===== src/rtl/tap_pkg.sv =====
package tap_pkg;

  typedef enum logic [3:0] {
    ST_RESET   = 4'd0,
    ST_IDLE    = 4'd1,
    ST_DR_SCAN = 4'd2,
    ST_DR_CAP  = 4'd3,
    ST_DR_SH   = 4'd4,
    ST_DR_EX1  = 4'd5,
    ST_DR_PAU  = 4'd6,
    ST_DR_EX2  = 4'd7,
    ST_DR_UPD  = 4'd8,
    ST_IR_SCAN = 4'd9,
    ST_IR_CAP  = 4'd10,
    ST_IR_SH   = 4'd11,
    ST_IR_EX1  = 4'd12,
    ST_IR_PAU  = 4'd13,
    ST_IR_EX2  = 4'd14,
    ST_IR_UPD  = 4'd15
  } tap_state_e;

  typedef enum logic [1:0] {
    INS_BYPASS = 2'd0,
    INS_SAMPLE = 2'd1,
    INS_DRIVE  = 2'd2
  } tap_ins_e;

endpackage


===== src/rtl/tap_fsm.sv =====
module tap_fsm
  import tap_pkg::*;
(
  input  logic       tck,
  input  logic       trst_n,
  input  logic       tms,
  output tap_state_e state
);

  tap_state_e nxt;

  always_comb begin
    nxt = state;
    unique case (state)
      ST_RESET:   nxt = tms ? ST_RESET   : ST_IDLE;
      ST_IDLE:    nxt = tms ? ST_DR_SCAN : ST_IDLE;
      ST_DR_SCAN: nxt = tms ? ST_IR_SCAN : ST_DR_CAP;
      ST_DR_CAP:  nxt = tms ? ST_DR_EX1  : ST_DR_SH;
      ST_DR_SH:   nxt = tms ? ST_DR_EX1  : ST_DR_SH;
      ST_DR_EX1:  nxt = tms ? ST_DR_UPD  : ST_DR_PAU;
      ST_DR_PAU:  nxt = tms ? ST_DR_EX2  : ST_DR_PAU;
      ST_DR_EX2:  nxt = tms ? ST_DR_UPD  : ST_DR_SH;
      ST_DR_UPD:  nxt = tms ? ST_DR_SCAN : ST_IDLE;
      ST_IR_SCAN: nxt = tms ? ST_RESET   : ST_IR_CAP;
      ST_IR_CAP:  nxt = tms ? ST_IR_EX1  : ST_IR_SH;
      ST_IR_SH:   nxt = tms ? ST_IR_EX1  : ST_IR_SH;
      ST_IR_EX1:  nxt = tms ? ST_IR_UPD  : ST_IR_PAU;
      ST_IR_PAU:  nxt = tms ? ST_IR_EX2  : ST_IR_PAU;
      ST_IR_EX2:  nxt = tms ? ST_IR_UPD  : ST_IR_SH;
      ST_IR_UPD:  nxt = tms ? ST_DR_SCAN : ST_IDLE;
      default:    nxt = ST_RESET;
    endcase
  end

  always_ff @(posedge tck or negedge trst_n) begin
    if (!trst_n) state <= ST_RESET;
    else         state <= nxt;
  end

endmodule


===== src/rtl/tap_ir.sv =====
module tap_ir
  import tap_pkg::*;
#(
  parameter int          IR_W      = 3,
  parameter logic [IR_W-1:0] CAPT_PAT  = 3'b101,
  parameter logic [IR_W-1:0] OP_DRIVE  = 3'b000,
  parameter logic [IR_W-1:0] OP_SAMPLE = 3'b101,
  parameter logic [IR_W-1:0] OP_BYPASS = 3'b111
) (
  input  logic            tck,
  input  logic            trst_n,
  input  logic            tdi,
  input  tap_state_e      state,
  output logic [IR_W-1:0] ir_sr,
  output logic [IR_W-1:0] ir_lat,
  output tap_ins_e        ins
);

  localparam int TOP = IR_W - 1;

  // capture and shift on the rising edge, LSB leaves first
  always_ff @(posedge tck or negedge trst_n) begin
    if (!trst_n) begin
      ir_sr <= CAPT_PAT;
    end else if (state == ST_IR_CAP) begin
      ir_sr <= CAPT_PAT;
    end else if (state == ST_IR_SH) begin
      ir_sr[TOP] <= tdi;
      for (int i = 0; i < TOP; i++) ir_sr[i] <= ir_sr[i+1];
    end
  end

  // active instruction moves only on the falling edge
  always_ff @(negedge tck or negedge trst_n) begin
    if (!trst_n)                  ir_lat <= OP_BYPASS;
    else if (state == ST_RESET)   ir_lat <= OP_BYPASS;
    else if (state == ST_IR_UPD)  ir_lat <= ir_sr;
  end

  always_comb begin
    if (ir_lat == OP_DRIVE)       ins = INS_DRIVE;
    else if (ir_lat == OP_SAMPLE) ins = INS_SAMPLE;
    else                          ins = INS_BYPASS;
  end

endmodule


===== src/rtl/tap_dr_path.sv =====
module tap_dr_path
  import tap_pkg::*;
(
  input  logic       tck,
  input  logic       trst_n,
  input  logic       tdi,
  input  tap_state_e state,
  input  tap_ins_e   ins,
  input  logic       ir_out,
  input  logic       bsr_tdo,
  output logic       tdo,
  output logic       tdo_en,
  output logic       bsr_select,
  output logic       bsr_capture,
  output logic       bsr_shift,
  output logic       bsr_update,
  output logic       pin_override
);

  logic byp_q;

  always_ff @(posedge tck or negedge trst_n) begin
    if (!trst_n)                 byp_q <= 1'b0;
    else if (state == ST_DR_CAP) byp_q <= 1'b0;
    else if (state == ST_DR_SH)  byp_q <= tdi;
  end

  assign bsr_select   = (ins == INS_DRIVE) || (ins == INS_SAMPLE);
  assign pin_override = (ins == INS_DRIVE);
  assign bsr_capture  = bsr_select && (state == ST_DR_CAP);
  assign bsr_shift    = bsr_select && (state == ST_DR_SH);
  assign bsr_update   = bsr_select && (state == ST_DR_UPD);

  always_ff @(negedge tck or negedge trst_n) begin
    if (!trst_n) begin
      tdo    <= 1'b0;
      tdo_en <= 1'b0;
    end else if (state == ST_IR_SH) begin
      tdo    <= ir_out;
      tdo_en <= 1'b1;
    end else if (state == ST_DR_SH) begin
      tdo    <= bsr_select ? bsr_tdo : byp_q;
      tdo_en <= 1'b1;
    end else begin
      tdo_en <= 1'b0;
    end
  end

endmodule


===== src/rtl/jtag_tap_ctrl.sv =====
module jtag_tap_ctrl
  import tap_pkg::*;
#(
  parameter int               IR_W      = 3,
  parameter logic [IR_W-1:0]  CAPT_PAT  = 3'b101,
  parameter logic [IR_W-1:0]  OP_DRIVE  = 3'b000,
  parameter logic [IR_W-1:0]  OP_SAMPLE = 3'b101,
  parameter logic [IR_W-1:0]  OP_BYPASS = 3'b111
) (
  input  logic tck,
  input  logic trst_n,
  input  logic tms,
  input  logic tdi,
  input  logic bsr_tdo,
  output logic tdo,
  output logic tdo_en,
  output logic bsr_select,
  output logic bsr_capture,
  output logic bsr_shift,
  output logic bsr_update,
  output logic pin_override
);

  tap_state_e      cur_state;
  logic [IR_W-1:0] ir_shift;
  logic [IR_W-1:0] ir_active;
  tap_ins_e        cur_ins;

  tap_fsm u_fsm (
    .tck    (tck),
    .trst_n (trst_n),
    .tms    (tms),
    .state  (cur_state)
  );

  tap_ir #(
    .IR_W      (IR_W),
    .CAPT_PAT  (CAPT_PAT),
    .OP_DRIVE  (OP_DRIVE),
    .OP_SAMPLE (OP_SAMPLE),
    .OP_BYPASS (OP_BYPASS)
  ) u_ir (
    .tck    (tck),
    .trst_n (trst_n),
    .tdi    (tdi),
    .state  (cur_state),
    .ir_sr  (ir_shift),
    .ir_lat (ir_active),
    .ins    (cur_ins)
  );

  tap_dr_path u_dr (
    .tck          (tck),
    .trst_n       (trst_n),
    .tdi          (tdi),
    .state        (cur_state),
    .ins          (cur_ins),
    .ir_out       (ir_shift[0]),
    .bsr_tdo      (bsr_tdo),
    .tdo          (tdo),
    .tdo_en       (tdo_en),
    .bsr_select   (bsr_select),
    .bsr_capture  (bsr_capture),
    .bsr_shift    (bsr_shift),
    .bsr_update   (bsr_update),
    .pin_override (pin_override)
  );

endmodule


===== config.mk =====
export PLATFORM = sky130hd
export DESIGN_NAME = jtag_tap_ctrl
export DESIGN_NICKNAME = d
export VERILOG_FILES = /design/src/rtl/tap_pkg.sv /design/src/rtl/tap_fsm.sv /design/src/rtl/tap_ir.sv /design/src/rtl/tap_dr_path.sv /design/src/rtl/jtag_tap_ctrl.sv
export SDC_FILE = /design/constraint.sdc
export NUM_CORES = 1
export LEC_CHECK = 0
export BUFFER_PORTS_ARGS = -buffer_cell sky130_fd_sc_hd__clkbuf_2
export CAP_MARGIN = 20
export CORE_ASPECT_RATIO = 1.2
export CORE_MARGIN = 2
export CORE_UTILIZATION = 45
export CTS_CLUSTER_SIZE = 12
export DETAILED_ROUTE_END_ITERATION = 6
export PLACE_DENSITY = 0.74
export SLEW_MARGIN = 0
export SYNTH_ARGS = -nofsm -noshare
export SYNTH_HDL_FRONTEND = slang
export SYNTH_SLANG_ARGS = --single-unit

===== constraint.sdc =====
create_clock -name tck -period 1.24 [get_ports tck]
set_input_delay 0.248 -clock tck [delete_from_list [all_inputs] [get_ports tck]]
set_output_delay 0.248 -clock tck [all_outputs]
set_load 0.02 [all_outputs]

==> impl_metrics.py, run 1 <==
metrics = {
    "status": {
        "status": "finished, violations left",
        "failed_checks": "setup timing",
    },
    "worst_setup_path": {
        "cp-end-kind": "primary output",
        "crit_fanout": 5,
        "cp.arrival_ns": 2.22,
        "worstSetupPathType": "flip-flop to primary output",
        "cp.required_ns": 0.99,
        "start_kind": "flip-flop",
        "r2r_slack_ns": -0.52,
    },
    "die": {
        "rows": 16,
        "io_pins": 12,
        "start_util_pct": 48.3,
        "die_x_um": 42.3,
        "coreArea_mm2": 0.00164,
        "fp.dieH_um": 50.0,
        "die-area_mm2": 0.00212,
    },
    "placement": {
        "post-dp-hpwl_um": 1530,
        "gp_congestion": 0.844,
        "placedCellCount": 145,
        "dp_slack_ns": -0.819,
        "io_buffers": 11,
        "placed_area_mm2": 0.00109,
    },
    "worst_hold_path": {
        "hp-class": "primary input to flip-flop",
    },
    "global_routing": {
        "overflow": 0,
        "grt_max_degree": 14,
        "first_global_vias": 934,
        "grt_pass1_wl_um": 4060,
        "antenna_found_initial": 0,
        "grt_use_total_pct": 25.6,
    },
    "drt": {
        "via_count": 906,
        "wl_per_cell_um": 15.9,
        "viasPerCell": 5.63,
        "dr.pass1.iters": 4,
        "drt_iter0_markers": 23,
        "routed_wl_um": 2560,
        "drtAntennaViolNets": 0,
        "drc_errors": 0,
    },
    "timing": {
        "setup-violations-final": 18,
        "slew_viol_final": 0,
        "holdWs_ns": 0.315,
        "worst_slew_pin_slew_ns": 0.248,
        "relSlewSlack_pct": 83.4,
        "fin_ws_ns": -1.23,
        "fin_worst_skew_ns": 0.0685,
        "finalHoldViolCount": 0,
        "rsz0062_at_grt": "yes",
    },
    "synthesis": {
        "ys_seq_area_share_pct": 41.8,
        "ys_warn_count": 0,
        "avgSynthCellArea_um2": 8.18,
        "ys_types": 35,
        "synth_nets": 102,
        "syn_inst": 97,
        "synth_area_leaders": "dfrtp_1 19%, dfstp_2 17%, dfrtn_1 6.3%",
        "ys_dominant_reg_cell": "dfrtp_1",
        "async_reset_ff_share_pct": 100,
        "synth_top_area_share_pct": 18.9,
        "syn-cell-area_um2": 793,
        "ys_ff_latch": 13,
        "synth_edf_count": 0,
        "synth_top_cell_by_area": "dfrtp_1",
    },
    "layout": {
        "final_net_count": 149,
        "layout-drive-gt1-share_pct": 53.1,
        "synthToLayoutAreaGrowth_pct": 73.5,
        "layout_common_cells": "24 x buf_4, 13 x buf_6, 8 x nor2_1, 8 x nand2_1, 7 x o21ai_1",
        "final_common_cell": "buf_4",
        "num_antenna_cells": 0,
        "finish.instance_area_mm2": 0.00138,
        "nFillCells": 95,
        "final_cells": 161,
    },
    "run": {
        "cap_violations": 0,
    },
    "clocking": {
        "cts_root_buf": "clkbuf_4",
        "clkTransAtPathRegs_ns": 0.09,
        "clockBufferDepth": 2,
        "cts_tree": "yes",
        "clk_latency_ns": 0.34,
        "htree_levels": 1,
        "cts_made_buffers": 3,
        "clock_sinks": 13,
    },
    "power_and_ir_drop": {
        "power_density_mw_per_mm2": 2580,
        "ir_drop_v": 0.00151,
        "cellLeakagePower_nw": 0.660,
        "clockPowerShare_pct": 8.7,
        "power.switching_mw": 1.48,
        "p_int_mw": 2.07,
        "swShare_pct": 41.7,
        "seq_power_share_pct": 23.3,
        "combPwrFrac_pct": 68.0,
    },
}
-- timing repair --
| item | 4_1_cts | 5_1_grt |
|---|---|---|
| hold buffers | 1 | 0 |
| endpoints found under the hold margin | 1 | 0 |
| setup endpoints to repair | 16 | 20 |
| gates resized for setup | 34 | 19 |
| pin swaps | 6 | 3 |
| setup buffers | 5 | 6 |
-- metrics by stage --
step                      util [%]  power (mW)  setup TNS, ns
final                         83.8        3.55          -9.06
after detailed placement      66.3        2.49          -6.12
after CTS                     79.1        3.27          -8.62
after global placement        66.3        2.41          -5.77
after floorplan                  -        1.90          -5.34
after global routing          83.8        3.79         -10.24
-- power by group through the flow --
stage	Sequential, mW	Combinational [mW]	Clock, mW
2_1_floorplan	0.826	1.06	0.0201
3_3_place_gp	0.793	1.60	0.0201
3_5_place_dp	0.810	1.66	0.0201
4_1_cts	0.834	2.12	0.316
5_1_grt	0.847	2.61	0.335
6_report	0.828	2.42	0.309
-- Yosys cell counts (all sizes together) (2+ instances only) --
cell    count
nor2       12
o21ai      11
nand2      10
a21oi       8
buf         6
dfrtp       6
inv         6
dfstp       5
a22oi       3
nand2b      3
nand3       3
or2         3
a21o        2
a311oi      2
dfrtn       2
nor4        2
-- layer usage --
metal / vias to the layer above / GRT usage, % / wire length [um]
met2: 27 / 47.9 / 1430
met3: 10 / 2.56 / 82
li1: 430 / - / -
met4: 0 / 17.2 / 130
met1: 439 / 25.9 / 909
met5: - / 0 / 0
-- flip-flops by register name (all words and copies together) (netlist names) --
| signal | cells |
|---|---|
| u_fsm.state | 4 |
| u_ir.ir_lat | 3 |
| u_ir.ir_sr | 3 |
| u_dr.byp_q | 1 |
| u_dr.tdo | 1 |
| u_dr.tdo_en | 1 |
-- logic make-up after synthesis --
kind of cell / count (synthesis) / share of synthesized area [%]
buf+inv: 13 / 7.73
simple gates: 37 / 22.9
flops: 13 / 41.8
xor+xnor: 1 / 1.10
mux: 1 / 1.26
compound gates: 32 / 25.2
-- critical path: stages (launching register included) --
cell and delay, ns:
dfstp_2 0.37, or2_4 0.25, a21o_4 0.26, nor4_4 0.18, buf_4 0.20
-- worst paths after layout --
kind,start,endpoint,cells past startpoint
min in group asynchronous,trst_n,u_dr.byp_q,2
setup reg to reg,u_fsm.state[0],u_dr.tdo,4
setup / recovery,u_ir.ir_lat[2],bsr_capture,4
max in group asynchronous,trst_n,u_ir.ir_lat[1],2
hold reg to reg,u_ir.ir_sr[0],u_ir.ir_sr[0],2
hold / removal,tms,u_fsm.state[0],2
-- area by class of cell --
class / count / area (um^2) / area share, %
clock buffers: 4 / 26.3 / 1.91
clock inverters: 3 / 11.3 / 0.818
inverters: 5 / 23.8 / 1.73
multi-input cells: 71 / 526 / 38.2
flip-flops and latches: 13 / 333 / 24.2
well taps: 18 / 22.5 / 1.64
repair buffers: 47 / 434 / 31.5
No activity file was read; power rests on OpenSTA's default activity.
==> run 2: changes to the inputs <==
--- a/config.mk
+++ b/config.mk
@@ -7,5 +7,4 @@
 export LEC_CHECK = 0
 export BUFFER_PORTS_ARGS = -buffer_cell sky130_fd_sc_hd__clkbuf_2
-export CAP_MARGIN = 20
 export CORE_ASPECT_RATIO = 1.2
 export CORE_MARGIN = 2
==> constraint.sdc (replaced) <==
create_clock -name tck -period 1.24 [get_ports tck]
set_input_delay 0.124 -clock tck [delete_from_list [all_inputs] [get_ports tck]]
set_output_delay 0.124 -clock tck [all_outputs]
set_load 0.02 [all_outputs]
==> run 2 against run 1 <==
  * The flow still finishes with violations (setup timing)
  * Via count up 1.8%
  * Sequential share of layout area decreased by 0.36 points
  * Sequential power is 5.9% higher
  * Clock-buffer cell count down 1
  * Global-route usage decreased by 1.0 points
  * First-iteration DRC count rose by 8.7%
  * Clock skew grew 0.00090 ns
  * Utilization up 2.2 points
  * Critical path depth unchanged
  * Worst setup slack improved by 0.13 ns
  * Die area unchanged
==> impl_metrics.py, run 2 (synthesis results as in run 1) <==
metrics = {
    "timing": {
        "rsz0062_at_grt": "yes",
        "fin_ws_ns": -1.10,
        "tns_ns": -8.29,
        "slew_viol_final": 0,
        "worst_slew_pin_slew_ns": 0.274,
        "finalHoldViolCount": 0,
        "relSlewSlack_pct": 81.7,
        "fin_worst_skew_ns": 0.0694,
        "setup-violations-final": 16,
    },
    "clocking": {
        "htree_levels": 1,
        "cts_root_buf": "clkbuf_4",
        "clk_latency_ns": 0.35,
        "clockBufferDepth": 2,
        "cts_tree": "yes",
        "clkTransAtPathRegs_ns": 0.09,
        "clock_sinks": 13,
        "cts_made_buffers": 3,
    },
    "worst_setup_path": {
        "cp.required_ns": 1.12,
        "crit_fanout": 4,
        "start_kind": "flip-flop",
        "cp-end-kind": "primary output",
        "worstSetupPathType": "flip-flop to primary output",
        "cp.arrival_ns": 2.22,
    },
    "die": {
        "coreArea_mm2": 0.00164,
        "die_x_um": 42.3,
        "start_util_pct": 48.3,
        "rows": 16,
        "fp.dieH_um": 50.0,
        "io_pins": 12,
        "die-area_mm2": 0.00212,
    },
    "layout": {
        "num_antenna_cells": 0,
        "largestRegisters": "u_fsm.state: 4 flops, u_ir.ir_lat: 3 flops, u_ir.ir_sr: 3 flops",
        "largest_reg_flops": 4,
        "synthToLayoutAreaGrowth_pct": 78.1,
        "final_net_count": 151,
        "regArea_um2": 337,
        "final_cells": 163,
        "multi_input_area_um2": 544,
        "final_common_cell": "buf_4",
        "fin_util_pct": 86.1,
        "nFillCells": 87,
        "layout-drive-gt1-share_pct": 60.0,
        "top_register": "u_fsm.state",
        "layout_common_cells": "30 x buf_4, 8 x nor2_1, 8 x nand2_1, 7 x inv_1, 7 x buf_6",
        "finish.instance_area_mm2": 0.00141,
    },
    "global_routing": {
        "overflow": 0,
        "antenna_found_initial": 0,
        "grt_max_degree": 15,
        "grt_use_total_pct": 24.6,
        "grt_pass1_wl_um": 4000,
        "first_global_vias": 891,
    },
    "power_and_ir_drop": {
        "power_density_mw_per_mm2": 2630,
        "ir_drop_v": 0.00172,
        "cellLeakagePower_nw": 0.688,
    },
    "drt": {
        "drtAntennaViolNets": 0,
        "via_count": 922,
        "drc_errors": 0,
        "drt_iter0_markers": 25,
        "viasPerCell": 5.66,
        "dr.pass1.iters": 4,
        "routed_wl_um": 2750,
        "wl_per_cell_um": 16.9,
    },
    "placement": {
        "post-dp-hpwl_um": 1490,
        "placed_area_mm2": 0.00108,
        "dp_slack_ns": -0.675,
        "io_buffers": 11,
        "placedCellCount": 144,
        "gp_congestion": 0.827,
    },
    "status": {
        "failed_checks": "setup timing",
        "status": "finished, violations left",
    },
    "run": {
        "cap_violations": 0,
    },
    "worst_hold_path": {
        "hp-class": "primary input to flip-flop",
    },
}
## run 2: changes by cell type in the layout (fill, tap and decap cells not counted), moves of 3 or more
cell     delta
buf_6       -6
dfrtp_2     +3
dfrtp_1     -3
buf_4       +6
## run 2: path summary, 6_finish.rpt
kind	start	end	slack (ns)	cells past startpoint
worst max register to register	u_fsm.state[1]	u_dr.tdo	-0.54	4
min in group asynchronous	trst_n	u_dr.byp_q	0.21	2
worst min-delay path	tdi	u_ir.ir_sr[2]	0.19	4
worst max-delay path	u_ir.ir_lat[2]	bsr_update	-1.10	4
max in group asynchronous	trst_n	u_ir.ir_lat[0]	0.22	2
worst min register to register	u_dr.byp_q	u_dr.byp_q	0.54	1
## run 2: report_power, final
part,internal [mW],total [mW],switching [mW]
logic,1.36,2.52,1.16
registers,0.654,0.877,0.222
clock network,0.130,0.315,0.185
total,2.14,3.71,1.57
## run 2: final cells by class
| cell class | count | share of cell area [%] |
|---|---|---|
| Clock inverter | 4 | 1.06 |
| Tap cell | 18 | 1.59 |
| Inverter | 5 | 1.86 |
| Clock buffer | 3 | 1.59 |
| Sequential cell | 13 | 23.8 |
| Multi-Input combinational cell | 71 | 38.5 |
| Timing Repair Buffer | 49 | 31.5 |
## run 2: metrics by stage
stage	power (mW)	hold WS [ns]
floorplan	1.90	-0.172
global placement	2.39	-0.0332
detailed placement	2.46	-0.0292
CTS	3.02	0.180
global route	3.93	0.217
finish	3.71	0.188
## run 2: routing by layer
metal  vias up  global-route usage, %  part of all wire [%]
li1        437                      -                     -
met4         0                   8.85                   2.7
met2        35                   44.1                    55
met1       441                   29.2                    38
met5         -                      0                     0
met3         9                   3.66                   3.6
## run 2: what timing repair did
action	CTS	global route
setup buffers	4	7
hold buffers	1	0
endpoints found under the hold margin	6	0
gates resized for setup	21	34
cloned	0	1
pin swaps	7	12
setup endpoints to repair	15	18
## run 2: worst max-delay path, cell delays in order, from the launching register on
cell and delay, ns:
dfstp_2 0.37, or2_4 0.25, a21o_4 0.26, nor4_4 0.17, buf_4 0.19
==> run 3: changes to the inputs <==
==> constraint.sdc (replaced) <==
create_clock -name tck -period 1.24 [get_ports tck]
set_input_delay 0.124 -clock tck [delete_from_list [all_inputs] [get_ports tck]]
set_output_delay 0.124 -clock tck [all_outputs]
set_load 0.01 [all_outputs]
==> run 3 against run 2 <==
  * Clock-buffer cell count unchanged
  * Critical path type unchanged
  * The run still ends with setup timing left
  * Utilization shrank 11 points
  * Critical path depth unchanged
  * Register-to-register slack better by 0.09 ns
  * Worst setup slack improved by 0.13 ns
  * Largest cell class unchanged
  * Cell count is 4.9% lower
  * Non-clock buffer count is 8 lower
  * First-iteration DRC count decreased by 8.0%
  * Hold slack improved by 0.0036 ns
  * Flip-flop and latch count did not move
  * Clock skew is 0.0094 ns lower
==> impl_metrics.py, run 3 (synthesis results as in run 1) <==
metrics = {
    "layout": {
        "synthToLayoutAreaGrowth_pct": 55.0,
        "final_common_cell": "buf_4",
        "layout_common_cells": "24 x buf_4, 8 x nor2_1, 8 x inv_1, 7 x nand2_1",
        "top_register": "u_fsm.state",
        "largestRegisters": "u_fsm.state: 4 flops, u_ir.ir_lat: 3 flops, u_ir.ir_sr: 3 flops",
        "largest_reg_flops": 4,
        "layout-drive-gt1-share_pct": 51.1,
        "final_net_count": 143,
        "num_antenna_cells": 0,
    },
    "worst_hold_path": {
        "hp-class": "primary input to flip-flop",
    },
    "placement": {
        "dp_slack_ns": -0.638,
        "gp_congestion": 0.827,
        "io_buffers": 11,
        "post-dp-hpwl_um": 1490,
    },
    "global_routing": {
        "grt_use_total_pct": 22.0,
        "first_global_vias": 870,
        "antenna_found_initial": 0,
        "overflow": 0,
        "grt_max_degree": 15,
        "grt_pass1_wl_um": 3630,
    },
    "timing": {
        "slew_viol_final": 0,
        "relSlewSlack_pct": 82.8,
        "finalHoldViolCount": 0,
        "fin_worst_skew_ns": 0.0600,
        "worst_slew_pin_slew_ns": 0.259,
        "rsz0062_at_grt": "yes",
        "fin_ws_ns": -0.972,
        "setup-violations-final": 13,
    },
    "power_and_ir_drop": {
        "power_density_mw_per_mm2": 2480,
        "power_mw": 3.06,
        "ir_drop_v": 0.00150,
        "cellLeakagePower_nw": 0.620,
    },
    "worst_setup_path": {
        "crit_chain": "or2_1 > a21o_4 > nor4_4 > buf_2",
        "regToRegEndpoint": "u_dr.tdo",
        "worstSetupPathType": "flip-flop to primary output",
        "cp.arrival_ns": 2.09,
        "r2r_cells": 4,
        "start_kind": "flip-flop",
        "r2r_slack_ns": -0.45,
        "crit_fanout": 5,
        "endpoint": "bsr_update",
        "cp.buffers_inverters": 1,
        "crit_cells": 4,
        "slowest_stage": "dfstp_2",
        "crit_family": "flip-flops",
        "max_stage_delay_ns": 0.37,
        "cp-end-kind": "primary output",
        "r2r_start": "u_fsm.state[0]",
        "cp.required_ns": 1.12,
        "worstSetupStartpoint": "u_ir.ir_lat[2]",
    },
    "drt": {
        "dr.pass1.iters": 4,
        "drtAntennaViolNets": 0,
        "drt_iter0_markers": 23,
        "wl_per_cell_um": 13.3,
        "routed_wl_um": 2050,
        "via_count": 852,
        "viasPerCell": 5.50,
        "drc_errors": 0,
    },
    "status": {
        "status": "finished, violations left",
        "failed_checks": "setup timing",
    },
    "clocking": {
        "clock_sinks": 13,
        "htree_levels": 1,
        "clk_latency_ns": 0.33,
        "clkTransAtPathRegs_ns": 0.09,
        "clockBufferDepth": 2,
        "cts_root_buf": "clkbuf_4",
        "cts_tree": "yes",
        "cts_made_buffers": 3,
    },
    "run": {
        "cap_violations": 0,
    },
    "die": {
        "die_x_um": 42.3,
        "coreArea_mm2": 0.00164,
        "die-area_mm2": 0.00212,
        "rows": 16,
        "fp.dieH_um": 50.0,
        "start_util_pct": 48.3,
        "io_pins": 12,
    },
}
-- run 3: changes by cell type in the layout (fill, tap and decap cells not counted), sizes merged --
cell / before / now
buf: 40 / 35
clkbuf: 11 / 8
-- run 3: layout make-up --
class,instances,area (um^2)
clock buffers,3,22.5
fillers,122,412
flip-flops and latches,13,334
inverters,5,21.3
multi-input cells,71,509
repair buffers,41,305
well taps,18,22.5
clock inverters,4,15.0
-- run 3: routing by layer --
metal,vias up,GRT usage (%),routed length [um]
met3,4,4.03,56
met1,409,25.1,855
met4,0,8.33,25
met5,-,0,0
met2,17,40.0,1120
li1,422,-,-
-- run 3: per-stage QoR --
| step | std cells | hold WS, ns | instance area (um^2) | util (%) | TNS [ns] |
|---|---|---|---|---|---|
| after global placement | 144 | -0.0332 | 1080 | 65.9 | -4.64 |
| after detailed placement | 144 | -0.0292 | 1080 | 65.9 | -4.91 |
| after floorplan | 97 | -0.172 | 878 | - | -4.04 |
| final | 155 | 0.191 | 1230 | 74.9 | -7.21 |
| after global routing | 155 | 0.213 | 1230 | 74.9 | -8.26 |
| after CTS | 154 | 0.180 | 1190 | 72.8 | -7.07 |
-- run 3: how the worst min path moves through the flow --
stage / from / to / slack (ns) / cells after the start
global placement: trst_n / u_dr.byp_q / -0.03 / 1
global route: trst_n / u_dr.byp_q / 0.21 / 2
detailed placement: trst_n / u_dr.byp_q / -0.03 / 1
CTS: tms / u_fsm.state[0] / 0.18 / 2
floorplan: trst_n / u_dr.byp_q / -0.17 / 0
finish: tms / u_fsm.state[0] / 0.19 / 2
-- run 3: timing repair --
item                       CTS  global route
hold endpoints to repair     6             0
buffers inserted             4             1
resized for setup           13            14
hold buffers                 1             0
gates cloned                 0             0
setup endpoints to repair   15            18
pin swaps                    8             2
-- run 3: where the power goes --
group / internal (mW) / switching [mW] / total (mW) / leakage (nW)
clock: 0.129 / 0.168 / 0.297 / 0.0351
sequential: 0.647 / 0.200 / 0.846 / 0.151
combinational: 0.999 / 0.913 / 1.91 / 0.433
total: 1.78 / 1.28 / 3.06 / 0.620
